File: src/rtl/mvrx_pkg.sv
package mvrx_pkg;

    localparam int DATA_W = 8;

    typedef enum logic [2:0] {
        S_IDLE  = 3'd0,
        S_START = 3'd1,
        S_DATA  = 3'd2,
        S_XBIT  = 3'd3,
        S_STOP  = 3'd4
    } rx_state_e;

    typedef struct packed {
        logic              xbit;
        logic [DATA_W-1:0] data;
    } rx_word_t;

endpackage

File: src/rtl/mvrx_sync.sv
module mvrx_sync #(
    parameter int STAGES = 2
) (
    input  logic clk,
    input  logic rst_n,
    input  logic din,
    output logic dout
);
    logic [STAGES-1:0] q;

    generate
        for (genvar g = 0; g < STAGES; g++) begin : g_stage
            if (g == 0) begin : g_first
                always_ff @(posedge clk or negedge rst_n) begin
                    if (!rst_n) q[g] <= 1'b1;
                    else        q[g] <= din;
                end
            end else begin : g_next
                always_ff @(posedge clk or negedge rst_n) begin
                    if (!rst_n) q[g] <= 1'b1;
                    else        q[g] <= q[g-1];
                end
            end
        end
    endgenerate

    assign dout = q[STAGES-1];
endmodule

File: src/rtl/mvrx_sampler.sv
module mvrx_sampler
    import mvrx_pkg::*;
#(
    parameter int OVS = 16
) (
    input  logic     clk,
    input  logic     rst_n,
    input  logic     clr,
    input  logic     tick,
    input  logic     rx,
    input  logic     len7,
    input  logic     xbit_en,
    output logic     push,
    output rx_word_t push_word,
    output logic     frame_err
);
    localparam int CW   = $clog2(OVS);
    localparam int VMID = OVS / 2;
    localparam int BW   = $clog2(DATA_W + 1);
    localparam logic [CW:0] IDX_V0  = (CW+1)'(VMID - 1);
    localparam logic [CW:0] IDX_V1  = (CW+1)'(VMID);
    localparam logic [CW:0] IDX_DEC = (CW+1)'(VMID + 1);
    localparam logic [CW:0] IDX_END = (CW+1)'(OVS);

    rx_state_e         st_q, st_d;
    logic [CW-1:0]     cnt_q;
    logic [CW:0]       s_idx;
    logic              prev_q;
    logic [1:0]        v_q;
    logic [DATA_W-1:0] sr_q;
    logic [BW-1:0]     bidx_q;
    logic              len7_q, xen_q, xb_q;
    logic              at_dec, at_end, maj, last_bit;

    assign s_idx    = {1'b0, cnt_q} + (CW+1)'(1);
    assign at_dec   = tick && (s_idx == IDX_DEC);
    assign at_end   = tick && (s_idx == IDX_END);
    assign maj      = (v_q[0] & v_q[1]) | (v_q[0] & rx) | (v_q[1] & rx);
    assign last_bit = (bidx_q == (len7_q ? BW'(DATA_W - 2) : BW'(DATA_W - 1)));

    // next-state logic
    always_comb begin
        st_d = st_q;
        if (tick) begin
            unique case (st_q)
                S_IDLE:  if (prev_q && !rx) st_d = S_START;
                S_START: begin
                    if (at_dec && maj)  st_d = S_IDLE;
                    else if (at_end)    st_d = S_DATA;
                end
                S_DATA:  if (at_end && last_bit) st_d = xen_q ? S_XBIT : S_STOP;
                S_XBIT:  if (at_end) st_d = S_STOP;
                S_STOP:  if (at_dec) st_d = S_IDLE;
                default: st_d = S_IDLE;
            endcase
        end
    end

    // state register
    always_ff @(posedge clk or negedge rst_n) begin
        if (!rst_n)   st_q <= S_IDLE;
        else if (clr) st_q <= S_IDLE;
        else          st_q <= st_d;
    end

    // datapath and outputs
    always_ff @(posedge clk or negedge rst_n) begin
        if (!rst_n) begin
            cnt_q     <= '0;
            prev_q    <= 1'b1;
            v_q       <= 2'b00;
            sr_q      <= '0;
            bidx_q    <= '0;
            len7_q    <= 1'b0;
            xen_q     <= 1'b0;
            xb_q      <= 1'b0;
            push      <= 1'b0;
            push_word <= '0;
            frame_err <= 1'b0;
        end else if (clr) begin
            cnt_q     <= '0;
            prev_q    <= 1'b1;
            push      <= 1'b0;
            frame_err <= 1'b0;
        end else begin
            push <= 1'b0;
            if (tick) begin
                prev_q <= rx;
                if (st_q == S_IDLE) begin
                    if (st_d == S_START) begin
                        cnt_q  <= CW'(1);
                        bidx_q <= '0;
                        len7_q <= len7;
                        xen_q  <= xbit_en;
                        xb_q   <= 1'b0;
                    end
                end else begin
                    cnt_q <= (st_d == S_IDLE) ? '0 : CW'(s_idx);
                    if (s_idx == IDX_V0) v_q[0] <= rx;
                    if (s_idx == IDX_V1) v_q[1] <= rx;
                    if (at_dec) begin
                        unique case (st_q)
                            S_DATA: sr_q <= {maj, sr_q[DATA_W-1:1]};
                            S_XBIT: xb_q <= maj;
                            S_STOP: begin
                                if (maj) begin
                                    push           <= 1'b1;
                                    push_word.xbit <= xb_q;
                                    push_word.data <= len7_q ? {1'b0, sr_q[DATA_W-1:1]} : sr_q;
                                    frame_err      <= 1'b0;
                                end else begin
                                    frame_err <= 1'b1;
                                end
                            end
                            default: ;
                        endcase
                    end
                    if (at_end && st_q == S_DATA) bidx_q <= bidx_q + BW'(1);
                end
            end
        end
    end

    // entering START requires the line to have been low on the strobe
    p_start_on_low_r1: assert property (@(posedge clk) disable iff (!rst_n)
        (st_q == S_START && $past(st_q) == S_IDLE) |-> !$past(rx));

    // a word is produced only out of the stop state
    p_push_from_stop_r5: assert property (@(posedge clk) disable iff (!rst_n)
        push |-> $past(st_q) == S_STOP);

    // the framing error rises only out of the stop state
    p_ferr_from_stop_r5: assert property (@(posedge clk) disable iff (!rst_n)
        $rose(frame_err) |-> $past(st_q) == S_STOP);

    // a start vote of 1 leaves START without reaching DATA
    p_glitch_idle_r2: assert property (@(posedge clk) disable iff (!rst_n)
        (st_q == S_START && at_dec && maj && !clr) |=> st_q == S_IDLE);
endmodule

File: src/rtl/mvrx_queue.sv
module mvrx_queue
    import mvrx_pkg::*;
#(
    parameter int DEPTH = 8
) (
    input  logic     clk,
    input  logic     rst_n,
    input  logic     clr,
    input  logic     queue_en,
    input  logic     push,
    input  rx_word_t push_word,
    input  logic     pop,
    output rx_word_t head,
    output logic     avail
);
    localparam int AW = $clog2(DEPTH);

    rx_word_t      slot [DEPTH];
    logic [AW-1:0] rd_ptr, wr_ptr, wa;
    logic [AW:0]   count_q;
    logic          full, do_pop, overflow, we;

    assign full     = (count_q == (AW+1)'(DEPTH));
    assign do_pop   = pop && (count_q != '0);
    assign overflow = queue_en && push && full && !do_pop;
    assign we       = push && !overflow && !clr;
    assign wa       = queue_en ? wr_ptr : rd_ptr;

    generate
        for (genvar g = 0; g < DEPTH; g++) begin : g_slot
            always_ff @(posedge clk) begin
                if (we && wa == AW'(g)) slot[g] <= push_word;
            end
        end
    endgenerate

    always_ff @(posedge clk or negedge rst_n) begin
        if (!rst_n) begin
            rd_ptr  <= '0;
            wr_ptr  <= '0;
            count_q <= '0;
        end else if (clr || overflow) begin
            rd_ptr  <= '0;
            wr_ptr  <= '0;
            count_q <= '0;
        end else if (push && !queue_en) begin
            wr_ptr  <= rd_ptr + AW'(1);
            count_q <= (AW+1)'(1);
        end else begin
            if (push)   wr_ptr <= wr_ptr + AW'(1);
            if (do_pop) rd_ptr <= rd_ptr + AW'(1);
            count_q <= count_q + (AW+1)'(push) - (AW+1)'(do_pop);
        end
    end

    assign avail = (count_q != '0);
    assign head  = avail ? slot[rd_ptr] : '0;

    // occupancy never exceeds the depth
    p_count_bound_r7: assert property (@(posedge clk) disable iff (!rst_n)
        count_q <= (AW+1)'(DEPTH));

    // an arrival into a full queue empties it
    p_overflow_clears_r8: assert property (@(posedge clk) disable iff (!rst_n)
        (queue_en && push && full && !pop && !clr) |=> !avail);

    // clear empties the queue
    p_clr_empties_r11: assert property (@(posedge clk) disable iff (!rst_n)
        clr |=> !avail);

    // popping an empty queue leaves it empty
    p_pop_empty_r12: assert property (@(posedge clk) disable iff (!rst_n)
        (pop && !avail && !push) |=> !avail);

    // single-word mode never holds more than one word
    p_single_word_r9: assert property (@(posedge clk) disable iff (!rst_n)
        (!queue_en && push && !clr) |=> count_q == (AW+1)'(1));
endmodule

File: src/rtl/mvrx_receiver.sv
module mvrx_receiver
    import mvrx_pkg::*;
#(
    parameter int OVS         = 16,
    parameter int DEPTH       = 8,
    parameter int SYNC_STAGES = 2
) (
    input  logic              clk,
    input  logic              rst_n,
    input  logic              clr,
    input  logic              tick16,
    input  logic              rx_line,
    input  logic              len7_sel,
    input  logic              xbit_en,
    input  logic              queue_en,
    input  logic              pop,
    output logic [DATA_W-1:0] rd_data,
    output logic              rd_xbit,
    output logic              data_avail,
    output logic              frame_err
);
    logic     rx_s;
    logic     push;
    rx_word_t push_word, head;

    mvrx_sync #(.STAGES(SYNC_STAGES)) u_sync (
        .clk   (clk),
        .rst_n (rst_n),
        .din   (rx_line),
        .dout  (rx_s)
    );

    mvrx_sampler #(.OVS(OVS)) u_sampler (
        .clk       (clk),
        .rst_n     (rst_n),
        .clr       (clr),
        .tick      (tick16),
        .rx        (rx_s),
        .len7      (len7_sel),
        .xbit_en   (xbit_en),
        .push      (push),
        .push_word (push_word),
        .frame_err (frame_err)
    );

    mvrx_queue #(.DEPTH(DEPTH)) u_queue (
        .clk       (clk),
        .rst_n     (rst_n),
        .clr       (clr),
        .queue_en  (queue_en),
        .push      (push),
        .push_word (push_word),
        .pop       (pop),
        .head      (head),
        .avail     (data_avail)
    );

    assign rd_data = head.data;
    assign rd_xbit = head.xbit;

    // an empty receiver presents all-zero data
    p_empty_zero_r10: assert property (@(posedge clk) disable iff (!rst_n)
        !data_avail |-> (rd_data == '0 && !rd_xbit));
endmodule

File: config.mk
export PLATFORM = sky130hd
export DESIGN_NAME = mvrx_receiver
export DESIGN_NICKNAME = d
export VERILOG_FILES = /design/src/rtl/mvrx_pkg.sv /design/src/rtl/mvrx_sync.sv /design/src/rtl/mvrx_sampler.sv /design/src/rtl/mvrx_queue.sv /design/src/rtl/mvrx_receiver.sv
export SDC_FILE = /design/constraint.sdc
export NUM_CORES = 1
export LEC_CHECK = 0
export BUFFER_PORTS_ARGS = -buffer_cell sky130_fd_sc_hd__buf_2
export CAP_MARGIN = 20
export CORE_MARGIN = 4
export CORE_UTILIZATION = 40
export CTS_CLUSTER_DIAMETER = 40
export CTS_CLUSTER_SIZE = 20
export DETAILED_ROUTE_END_ITERATION = 10
export SLEW_MARGIN = 20
export SYNTH_ARGS = -nofsm -noshare
export SYNTH_HDL_FRONTEND = slang
export SYNTH_SLANG_ARGS = --single-unit
export TNS_END_PERCENT = 50
File: constraint.sdc
create_clock -name clk -period 4.9 [get_ports clk]
set_input_delay 0.98 -clock clk [delete_from_list [all_inputs] [get_ports clk]]
set_output_delay 0.98 -clock clk [all_outputs]
set_load 0.05 [all_outputs]
==> summary.txt <==
Global route
  – First-pass GRT wire length: around 18 mm
  – Initial antenna violation count: 0
  – Vias in the first global route: 3415
  – Grt total ovfl: 0
  – GRT Util Overall: between 10% and 20%
  – Largest net degree at the start of global routing: 28

Synth
  – Synth top area share: around two fifths
  – Distinct cells, synth: a little over 50
  – Post-synthesis sequential area ratio: between 60 and 70%
  – Synthesized flop and latch total: 120
  – Synthesized area per cell: around 13 um2
  – Largest area contributor in the synthesized netlist: edfxtp_1
  – Cell Area, Synth: 5490 um2
  – Syn_nets: around 430
  – Yosys warns: 0
  – Top cells by area, synth: edfxtp_1 39%, dfrtp_1 21%, mux4_2 7.4%
  – Post-synth top flop: edfxtp_1
  – Post-synth ARST share: between 40% and 50%
  – EDFF count, synth: between 70 and 80
  – Post-Synthesis Cells: just over 400

Drt
  – DR pass1 iterations: 4
  – Post-DR wirelength/cell: approximately 17 um
  – Initial DRC Count: roughly 280
  – Final wirelength: 10.5 mm
  – Detail Route Antenna Nets: 0
  – Vias per cell: 5.22
  – Via count: between 3k and 4k
  – # DRC: 0

STA
  – Period utilization: about two thirds
  – Minimum clock period: between 3 and 4 ns
  – TNS Setup: 0 ns
  – Worst-Margin Slew: 1.01 ns
  – Fmax: 309 MHz
  – Rel. slew slack: ~33%
  – Fin. Hold Viols: 0
  – Setup Skew: 0.00642 ns
  – RSZ-0062 raised after global routing: no
  – Finish-stage setup viols: 0
  – Max Slew Vio Count: 0

Outcome
  – Outcome: complete, no violations

Placement
  – IO buf count: 19
  – Placed Area: about 5700 um2
  – RePlAce Congestion: 0.880
  – Final HPWL DP: approximately 7.3 mm

Cells and area
  – Final Instance Area: 6290 um2
  – Most common cell after layout, fill and taps aside: edfxtp_1
  – Synth-to-Final Area Change: 14.6%
  – Filler cells: approximately 1.2k
  – Most frequent cells in the layout: 72 x edfxtp_1, 44 x dfrtp_1, 43 x nor2_1
  – Share of post-route cells with drive strength above 1: roughly 21%
  – Fin util: 47.1%
  – Antenna fix cells: 0
  – NumNets Final: between 400 and 500

Clocking
  – H-tree levels: 4
  – CTS buffer count: 17
  – CTS tree: built
  – Maximum clock insertion buffer count: 2
  – Post-CTS setup buffer count: 0
  – Worst-Skew Late Latency: roughly 0.41 ns
  – Sinks on Clock Net: 120
  – Clk slew on worst S/H paths: around 0.05 ns
  – Cts repair resizes: 0
  – # hold bufs at CTS: 0
  – Clock Root Buffer: clkbuf_16

Floorplanning
  – Core box area: between 10000 and 15000 um2
  – Die area: about 16000 um2
  – # IOs: 20
  – Chip Width: 125 um
  – Rows: 42
  – Initial core utilization: between 40% and 50%
  – Die height: approximately 130 um

Setup path
  – Worst setup SP type: flop
  – Worst endpoint required time: approximately 3.9 ns
  – CP Class: reg2out
  – CP Capture Type: output pin
  – Critical-path cell list: mux4_2, mux2i_1, nor2_1, buf_2
  – Crit-path max FO: 24
  – Worst path max stage delay: just under 1 ns
  – Critical path arrival: around 2.3 ns
  – Slowest CP cell: dfrtp_1

Min path
  – Worst hold path class: reg2reg

Run
  – Max-cap viol count: 0

Pwr
  – Leak Pwr: ~2.6 nW
  – Pwr Density: between 400 and 500 nW/um2
  – Maximum VDD drop: about 0.19 mV
[sequential cells by signal, summed over array words and instances, names as in the netlist]
name / cells
u_queue.slot: 72
u_sampler.push_word: 9
u_sampler.sr_q: 8
u_queue.count_q: 4
u_sampler.bidx_q: 4
u_sampler.cnt_q: 4
u_queue.rd_ptr: 3
u_queue.wr_ptr: 3
u_sampler.st_q: 3
u_sampler.v_q: 2
u_sampler.frame_err: 1
u_sampler.len7_q: 1
u_sampler.prev_q: 1
u_sampler.push: 1
u_sampler.xb_q: 1
u_sampler.xen_q: 1
u_sync.dout: 1
u_sync.q: 1
[worst max-delay path, delay by kind of cell (launching register included)]
kind / cells / cell delay, ns
flip-flops: 1 / 0.98
multiplexers: 2 / 0.59
buffers and inverters: 1 / 0.22
AND/OR/NAND/NOR: 1 / 0.05
[area by class of cell]
cell class                 instances  area, um2  area share [%]
clock inverter                    14        134            2.13
timing repair buffer              21        123            1.95
inverter                          22       82.6            1.31
tap                              176        220            3.50
multi-input combinational        248       1940            30.8
sequential                       120       3370            53.5
clock buffer                      18        429            6.82
[cell families after synthesis]
family          Yosys count  synth area share [%]
compound gates           58                  6.95
xor+xnor                  7                  1.12
fa+ha+maj                15                  3.51
buf+inv                  42                  3.40
flops                   120                  61.3
mux                      50                  13.6
simple gates            118                  10.1
[where the power goes]
part	total, mW	internal [mW]	leakage, nW	switching (mW)
combinational	0.360	0.175	0.863	0.185
sequential	1.19	1.10	1.49	0.0926
clock	1.18	0.741	0.275	0.442
total	2.73	2.01	2.62	0.720
[layer usage]
| metal | GRT usage [%] | vias to the layer above | wire [um] |
|---|---|---|---|
| met2 | 22.9 | 69 | 5020 |
| li1 | - | 1548 | - |
| met3 | 4.69 | 9 | 550 |
| met5 | 0 | - | 0 |
| met4 | 5.29 | 0 | 90 |
| met1 | 19.2 | 1605 | 4810 |
[final timing paths]
check	from	endpoint	slack [ns]	cells after the start
max reg2reg	u_queue.count_q[2]	u_queue.slot[5][1]	2.06	9
max	u_queue.rd_ptr[1]	rd_data[1]	1.66	4
min reg2reg	u_sync.q[0]	u_sync.dout	0.36	0
max in group asynchronous	rst_n	u_sampler.prev_q	3.75	2
min	u_sync.q[0]	u_sync.dout	0.36	0
min in group asynchronous	rst_n	u_sampler.sr_q[2]	0.55	1
[synthesized netlist by cell type (all sizes together) (2+ instances only)]
cell    count
a211oi      3
a21o        3
a21oi      13
a31o        3
a31oi       4
and2        2
buf         6
clkbuf     14
dfrtp      45
dfstp       3
edfxtp     72
ha         13
inv        22
mux2       12
mux2i      20
mux4       18
nand2      30
nand2b      6
nand3      11
nand3b      3
nand4       5
nor2       43
nor3        8
nor3b       2
o211ai      3
o21ai      20
o32a        2
o41ai       2
or3         4
xnor2       5
xor2        2
[metrics by stage]
stage                     hold slack (ns)  instances  worst slack, ns  power [mW]
final                               0.355        619             1.66        2.73
after global routing                0.364        619             1.54        2.87
after CTS                           0.357        619             1.62        2.77
after detailed placement            0.349        587             1.74        1.58
after global placement              0.349        586             1.71        1.57
after floorplan                     0.345        410             1.87        1.49
Power figures use the tool's default switching activity.
